## src/rtl/pxr_pkg.sv

```systemverilog
package pxr_pkg;
  typedef enum logic [1:0] {
    ST_IDLE,
    ST_SEEK,
    ST_SEL,
    ST_EMIT
  } rd_state_e;
endpackage

```

## src/rtl/pxr_first_set.sv

```systemverilog
// Lowest-index set bit finder.
module pxr_first_set #(
  parameter int W = 32,
  localparam int IW = $clog2(W)
) (
  input  logic [W-1:0]  vec,
  output logic          found,
  output logic [IW-1:0] idx
);
  always_comb begin
    found = |vec;
    idx   = '0;
    for (int i = W - 1; i >= 0; i--) begin
      if (vec[i]) idx = IW'(i);
    end
  end
endmodule

```

## src/rtl/pxr_ts_bank.sv

```systemverilog
// Free-running timestamp counter plus one stored stamp per tile.
module pxr_ts_bank #(
  parameter int NMP  = 256,
  parameter int TS_W = 8,
  localparam int IW  = $clog2(NMP)
) (
  input  logic            clk,
  input  logic            rst_n,
  input  logic            tick,
  input  logic            cap_en,
  input  logic [NMP-1:0]  cap_mask,
  input  logic [IW-1:0]   rd_idx,
  output logic [TS_W-1:0] rd_ts
);
  logic [TS_W-1:0] ts_q;
  logic [TS_W-1:0] stamp [NMP];

  always_ff @(posedge clk or negedge rst_n) begin
    if (!rst_n) ts_q <= '0;
    else if (tick) ts_q <= ts_q + 1'b1;
  end

  always_ff @(posedge clk or negedge rst_n) begin
    if (!rst_n) begin
      for (int i = 0; i < NMP; i++) stamp[i] <= '0;
    end else if (cap_en) begin
      for (int i = 0; i < NMP; i++) begin
        if (cap_mask[i]) stamp[i] <= ts_q;
      end
    end
  end

  assign rd_ts = stamp[rd_idx];
endmodule

```

## src/rtl/pxr_readout.sv

```systemverilog
module pxr_readout
  import pxr_pkg::*;
#(
  parameter int ROWS   = 32,
  parameter int COLS   = 128,
  parameter int MP_DIM = 4,
  parameter int TS_W   = 8,
  localparam int MP_ROWS = ROWS / MP_DIM,
  localparam int MP_COLS = COLS / MP_DIM,
  localparam int NMP     = MP_ROWS * MP_COLS,
  localparam int ROW_W   = $clog2(ROWS),
  localparam int COL_W   = $clog2(COLS),
  localparam int WORD_W  = COL_W + ROW_W + TS_W
) (
  input  logic              clk,
  input  logic              rst_n,
  input  logic              ts_tick,
  input  logic [NMP-1:0]    mp_hit,
  output logic [NMP-1:0]    mp_freeze,
  output logic [COLS-1:0]   col_en,
  input  logic [ROWS-1:0]   row_data,
  output logic              out_valid,
  input  logic              out_ready,
  output logic [WORD_W-1:0] out_data
);
  localparam int MPC_W = $clog2(MP_COLS);
  localparam int MPR_W = $clog2(MP_ROWS);
  localparam int SUB_W = $clog2(MP_DIM);
  localparam int MPI_W = MPR_W + MPC_W;

  rd_state_e         st;
  logic [NMP-1:0]    frz;
  logic [MPC_W-1:0]  mpc;
  logic [SUB_W-1:0]  sub;
  logic [ROWS-1:0]   pend;

  logic [MP_COLS-1:0] col_any;
  logic [ROWS-1:0]    row_keep;
  logic               col_found, row_found;
  logic [MPC_W-1:0]   col_pick;
  logic [ROW_W-1:0]   row_pick;
  logic [COL_W-1:0]   cur_col;
  logic [TS_W-1:0]    word_ts;
  logic               hit_any;

  assign hit_any = |mp_hit;
  assign cur_col = {mpc, sub};

  // Tile columns still holding a frozen tile.
  always_comb begin
    col_any = '0;
    for (int mr = 0; mr < MP_ROWS; mr++) begin
      for (int mc = 0; mc < MP_COLS; mc++) begin
        col_any[mc] = col_any[mc] | frz[mr*MP_COLS + mc];
      end
    end
  end

  // Rows whose tile in the current tile column was frozen this pass.
  always_comb begin
    for (int r = 0; r < ROWS; r++) begin
      row_keep[r] = frz[(r / MP_DIM) * MP_COLS + int'(mpc)];
    end
  end

  pxr_first_set #(.W(MP_COLS)) u_colpick (
    .vec(col_any), .found(col_found), .idx(col_pick)
  );

  pxr_first_set #(.W(ROWS)) u_rowpick (
    .vec(pend), .found(row_found), .idx(row_pick)
  );

  pxr_ts_bank #(.NMP(NMP), .TS_W(TS_W)) u_ts (
    .clk     (clk),
    .rst_n   (rst_n),
    .tick    (ts_tick),
    .cap_en  (st == ST_IDLE && hit_any),
    .cap_mask(mp_hit),
    .rd_idx  (MPI_W'({row_pick[ROW_W-1 -: MPR_W], mpc})),
    .rd_ts   (word_ts)
  );

  always_ff @(posedge clk or negedge rst_n) begin
    if (!rst_n) begin
      st   <= ST_IDLE;
      frz  <= '0;
      mpc  <= '0;
      sub  <= '0;
      pend <= '0;
    end else begin
      unique case (st)
        ST_IDLE: begin
          if (hit_any) begin
            frz <= mp_hit;
            st  <= ST_SEEK;
          end
        end
        ST_SEEK: begin
          if (col_found) begin
            mpc <= col_pick;
            sub <= '0;
            st  <= ST_SEL;
          end else begin
            st <= ST_IDLE;
          end
        end
        ST_SEL: begin
          pend <= row_data & row_keep;
          st   <= ST_EMIT;
        end
        ST_EMIT: begin
          if (row_found) begin
            if (out_ready) pend[row_pick] <= 1'b0;
          end else if (sub == SUB_W'(MP_DIM - 1)) begin
            for (int mr = 0; mr < MP_ROWS; mr++) begin
              frz[mr*MP_COLS + int'(mpc)] <= 1'b0;
            end
            st <= ST_SEEK;
          end else begin
            sub <= sub + 1'b1;
            st  <= ST_SEL;
          end
        end
        default: st <= ST_IDLE;
      endcase
    end
  end

  always_comb begin
    col_en = '0;
    if (st == ST_SEL) col_en[cur_col] = 1'b1;
  end

  assign mp_freeze = frz;
  assign out_valid = (st == ST_EMIT) && row_found;
  assign out_data  = {cur_col, row_pick, word_ts};
endmodule

```

## config.mk

```make
export PLATFORM = sky130hd
export DESIGN_NAME = pxr_readout
export DESIGN_NICKNAME = d
export VERILOG_FILES = /design/src/rtl/pxr_pkg.sv /design/src/rtl/pxr_first_set.sv /design/src/rtl/pxr_ts_bank.sv /design/src/rtl/pxr_readout.sv
export SDC_FILE = /design/constraint.sdc
export NUM_CORES = 2
export LEC_CHECK = 0
export BUFFER_PORTS_ARGS = -buffer_cell sky130_fd_sc_hd__buf_2
export CAP_MARGIN = 20
export CORE_MARGIN = 8
export CORE_UTILIZATION = 41
export CTS_BUF_LIST = sky130_fd_sc_hd__clkbuf_8
export DETAILED_ROUTE_END_ITERATION = 8
export PLACE_DENSITY = 0.62
export RECOVER_POWER = 100
export SLEW_MARGIN = 0
export SYNTH_ARGS = -nofsm -noshare
export SYNTH_HDL_FRONTEND = slang
export SYNTH_HIERARCHICAL = 1
export SYNTH_SLANG_ARGS = --single-unit
export TNS_END_PERCENT = 1
```

## constraint.sdc

```tcl
create_clock -name clk -period 6.6 [get_ports clk]
set_clock_uncertainty 0.15 [all_clocks]
set_input_delay 1.32 -clock clk [delete_from_list [all_inputs] [get_ports clk]]
set_output_delay 1.32 -clock clk [all_outputs]
set_load 0.005 [all_outputs]
```

# --- After elaboration in Yosys (flattened, before gate mapping) ---
# Index checks and enable logic that the tools add are counted.
op_classes:
  reduce_logical: 280
  n_addsub: 9
  magnitude_cmp: 21
  muxes: 127
  eq_ne: 11
  n_bitwise: 244
ops:
  columns: ["cell", "count"]
  rows:
  - ["AND 256 bit", 8]
  - ["NOT 256 bit", 7]
  - ["two-way mux 256 bit", 3]
  - ["AND reduction 2 bit", 258]
  - ["case mux 256 bit (2 select lines)", 1]
  - ["two-way mux 5 bit", 64]
  - ["NOT 32 -> 256 bit", 1]
  - ["OR reduction 256 bit", 1]
  - ["OR 1 bit", 224]
  - ["two-way mux 128 bit", 1]
  - ["AND 32 bit", 2]
  - ["binary-select mux 8 bit (select 8 bit)", 1]
  - ["two-way mux 32 bit", 2]
  - ["case mux 32 bit (2 select lines)", 1]
  - ["OR reduction 32 bit", 2]
  - ["binary-select mux 1 bit (select 8 bit)", 7]
  - ["demux 1 bit (select 8 bit)", 7]
  - ["adder 8 x 5 -> 9 bit (first input constant)", 4]
  - [">= comparator 9 x 1 -> 1 bit (second input constant)", 4]
  - ["less-than comparator 9 bit (second input constant)", 4]
  - ["NOT 32 bit", 1]
  - ["two-way mux 1 bit", 25]
  - ["less-than comparator 8 x 9 -> 1 bit (second input constant)", 2]
  - ["adder 7 x 5 -> 8 bit (first input constant)", 2]
  - ["other kinds (27)", 60]
word_totals:
  wordCells: 954
  reg_bits: 2353

# --- Logic depth before layout (Yosys ltp) ---
logic_depth:
  word_depth: 41
  mapped_depth: 13

# --- Cells and area by module ---
# The synthesis kept the hierarchy.
modules_own_cells:
  columns: ["module", "seq_area_each_um2", "cells_each", "n_inst", "area_each_um2"]
  rows:
  - ["pxr_ts_bank", 51449.3, 5948, 1, 93188.1]
  - ["pxr_readout", 7432.1, 1830, 1, 17500.5]
  - ["pxr_first_set", 0.0, 65, 2, 385.4]

# --- Least setup slack after synthesis ---
# OpenSTA, ideal clock, no wires.
synth_timing:
  path_type: "register -> output"
  from: "register pend[19]"
  to: "output out_data[2]"
  setup_slack_ns: 2.051
  path_stages_with_launch: 12
  arrival_ns: 3.079
  cell_sequence: "dfrtp_1 > or4_4 > nor2_1 > nand2_1 > a21oi_1 > clkbuf_1 > nor3b_2 > o221ai_1 > o22ai_1 > a211oi_1 > nor4_1 > nor3_1"
synth_via:
  elab_chain_cells: 24
synth_rtl:
  columns: ["element", "line_no", "source"]
  rows:
  - ["start, declared", "pxr_readout.sv:35", "logic [ROWS-1:0] pend;"]
  - ["start signal, assigned", "pxr_readout.sv:109", "pend <= row_data & row_keep;"]
  - ["two-way mux 5 bit (20 in a row)", "pxr_first_set.sv:14", "if (vec[i]) idx = IW'(i);"]
  - ["net out_data[11]", "pxr_readout.sv:24", "output logic [WORD_W-1:0] out_data"]
  - ["NOT 8 -> 9 bit (implied by the code)", "pxr_ts_bank.sv:33", "assign rd_ts = stamp[rd_idx];"]
  - ["binary-select mux 8 bit (select 8 bit)", "pxr_ts_bank.sv:33", null]
  - ["two-way mux 8 bit (implied by the code) (2 in a row)", "pxr_ts_bank.sv:33", null]
  - ["end, declared", "pxr_readout.sv:24", null]
# The timed path passes the listed nets, and every way through them passes these cells. The select of a mux whose other input is x is not followed.

# --- Worst setup path in the final report ---
layout_timing:
  from: "register mpc[2]"
  to: "output out_data[6]"
layout_via:
  elab_chain_cells: 4
layout_rtl:
  columns: ["element", "line_no", "source"]
  rows:
  - ["start, declared", "pxr_readout.sv:33", "logic [MPC_W-1:0] mpc;"]
  - ["start signal, assigned", "pxr_readout.sv:101", "mpc <= col_pick;"]
  - ["NOT 8 -> 9 bit (implied by the code)", "pxr_ts_bank.sv:33", null]
  - ["binary-select mux 8 bit (select 8 bit)", "pxr_ts_bank.sv:33", null]
  - ["two-way mux 8 bit (implied by the code) (2 in a row)", "pxr_ts_bank.sv:33", null]
# Every way passes these cells. The select of a mux whose other input is x is not followed.

==> results.txt <==
Non-Filler Instances: 12700
DR WL/cell: 34.5 um
Post-synth top area share: 52.8%
Slew margin rel.: -187%
Synth Area in Adders: 0.0225%
Fin crit share: 101%
Boundary pin count: 697
Top cells by area, synth: dfrtp_1, mux2_2, mux4_2
Cell Rows: 191
XOR/XNOR Fraction of Synth Area: 0.0550%
Crit path arrival time: 5200 ps
Num CTS Buffers: 402
GRT Util Overall: 29.4%
Register area share after synthesis: 52.8%
Hold path cells: 2
Placed Cells: 11900
Layout Nets: 9059
Starting density of the core: 41.2%
DP HPWL: 318 mm
Largest net degree at the start of global routing: 182
Post-Synth Simple-Gate Area: 4.86%
Latest clock arrival within the worst-skew pair: 1100 ps
FF-to-FF Start: pend[27]$_DFFE_PN0P_
Critical Path RT: 5130 ps
Crit end category: primary output
Netlist Area Pre-Place: 111000 sq um
DRT antenna net count: 0
PortBufs: 696
Worst Setup Start Kind: flip-flop
Synth Area per Inst: 14.1 sq um
Vias in the first global route: 78700
Gr ovfl total: 0
Deepest clock path buffer count: 4
Mux share of post-synthesis cell area: 34.9%
Synth Instances: 7908
Final Hold Vio Count: 0
Layout area overhead: 14.4%
CP delay by family, top: simple AND/OR/NAND/NOR gates
Lkg Pwr: 0.0630 uW
Root Buffer: clkbuf_8
Sink Count: 2353
Post-synth EDFFs: 0
DR vias: 77200
Most frequent cell after synthesis: dfrtp_1
Synth Net Count: 8202
DIE AREA: 289000 sq um
Fin util: 47.1%
Reg2Reg Depth: 9
Worst slack, placed: 761 ps
Failing checks: capacitance limit, slew limit, setup timing
Worst-path fanout max: 39
Die Ht: 537 um
DRC: 0
WP buf/inv: 2
Worst path cell trace: nor2b_4, buf_4, a22oi_1, a21oi_1, a31oi_1, a32o_1, nor3_2, buf_2
DRT Wirelength: 437 mm
Synth async-reset ratio: 100%
GPL Wtd Cong: 1.00
Kind of critical path: flip-flop to primary output
Worst Hold End: pend[18]$_DFFE_PN0P_
CTS Hold Bufs: 0
CTS tree: yes
Max incr delay on CP: 930 ps
R2R Path End: mp_freeze[35]$_DFFE_PN0P_
Fillers: 24300
H-tree depth: 5
Synth Area in Compound Gates: 3.52%
Pre-antenna DRT Iters: 8
Max-cap viol count: 11
Status: finished, violations left
Initial antenna violation count: 83
Yosys top cell by area: dfrtp_1
Critical path's slowest cell: dfrtp_4
Largest family of logic cells by synthesized area: multiplexers
HP Start: row_data[18]
Setup Viol. Count Final: 2
Worst ir drop on vdd: 0.000536 V
R2R setup slack: 1720 ps
Worst slew pin tran: 4310 ps
Layout cells sized above 1: 44.6%
PwrDens: 275 nW/um^2
Clk pin slew, worst setup/hold paths: 70 ps
Yosys cell types: 76
Die W: 537 um
Tmin final: 6670 ps
Post-synthesis register bit count: 2353
DR iter-0 viols: 8121
First-pass GRT wire length: 606 mm
Synth warnings: 6
Main flop type after synthesis: dfrtp_1
Post-route cell area: 127000 sq um
Worst Setup Slack, final: -69.6 ps
Final Max Tran Viols: 897
Core box area: 271000 sq um
Highest clock rate: 150 MHz
Hold WC Path Type: input pin to flip-flop
Synth cell count leaders: dfrtp_1, mux2_2, nand2_1
Placed inst area: 119000 sq um
RSZ-0062 raised after global routing: true
Vias per cell: 6.09
-- layer usage --
metal | share of wire, % | wire [um] | up-vias | global-route usage [%]
li1 | - | - | 31000 | -
met1 | 38 | 164000 | 41100 | 35.6
met2 | 44 | 194000 | 3958 | 44.1
met3 | 8.9 | 38900 | 1175 | 8.47
met4 | 9.3 | 40500 | 26 | 22.8
met5 | 0.039 | 169 | - | 0
-- worst max path at each step --
stage	start	end	slack, ps	cells past startpoint
detailed placement	pend[6]$_DFFE_PN0P_	out_data[3]	760	13
global placement	mpc[0]$_DFFE_PN0P_	out_data[2]	-50	9
CTS	pend[27]$_DFFE_PN0P_	out_data[3]	-80	14
floorplan	pend[19]$_DFFE_PN0P_	out_data[2]	2050	11
global route	pend[7]$_DFFE_PN0P_	out_data[3]	-10	13
finish	mpc[2]$_DFFE_PN0P_	out_data[6]	-70	8
-- cell families after synthesis --
| logic type | Yosys count |
|---|---|
| buffers and inverters | 817 |
| AOI/OAI and AO/OA | 571 |
| DFF | 2353 |
| muxes | 2968 |
| xor gates and xnor gates | 7 |
| and+or+nand+nor | 1190 |
| adders and majority gates | 2 |
-- flip-flops by register name, indices dropped and copies added, names as in the netlist --
name	cells
mpc	5
u_ts/stamp	2048
u_ts/ts_q	8
sub	2
st	2
mp_freeze	256
pend	32
-- per-stage QoR --
stage | total power [uW] | hold WS [ps] | setup TNS, ps
floorplan | 17700 | 320 | 0
detailed placement | 21600 | 336 | 0
global placement | 21500 | 328 | -51.2
finish | 35000 | 317 | -87.7
global route | 36000 | 294 | -14.2
CTS | 35000 | 97.4 | -77.4
-- placed cells by master, fill, tap and decap left out, types with 24 or more instances in the layout --
master / n
o21ai_0: 72
nor4_1: 128
diode_2: 35
dfrtp_1: 2341
nand2_1: 648
nand3_1: 25
clkbuf_8: 510
a22oi_1: 172
buf_12: 48
buf_4: 200
o22ai_1: 24
mux4_2: 504
clkbuf_1: 203
a22o_1: 31
mux2i_1: 365
mux2_2: 2079
nor4_2: 40
a21oi_1: 117
o221ai_1: 28
buf_2: 517
nor2_1: 193
clkinv_2: 27
inv_1: 417
-- worst reg2reg max path, delay by kind of cell (launching register included) --
family,cells,cell delay [ps]
simple gates,8,4030
flops,1,420
mux,1,110
-- report_power, final --
group | internal, uW | total (uW) | switching [uW]
combinational | 1560 | 6520 | 4960
clock | 7180 | 13400 | 6250
sequential | 14500 | 15100 | 591
total | 23300 | 35000 | 11800
-- what timing repair did --
| action | CTS | global route |
|---|---|---|
| buffers inserted | 1 | 7 |
| hold endpoints to repair | 0 | 0 |
| resized for setup | 10 | 5 |
| pin swaps | 0 | 2 |
| setup endpoints to repair | 8 | 6 |
-- cell type report --
type / count / area [sq um] / area share (%)
well taps: 3570 / 4470 / 3.50
clock buffers: 510 / 7020 / 5.51
diodes: 35 / 87.6 / 0.0687
clock inverters: 197 / 1150 / 0.900
inverters: 279 / 1050 / 0.827
repair buffers: 991 / 6020 / 4.72
multi-input cells: 4738 / 48700 / 38.2
flip-flops and latches: 2353 / 58900 / 46.2
Note: power is estimated with default switching activity, not from simulation.
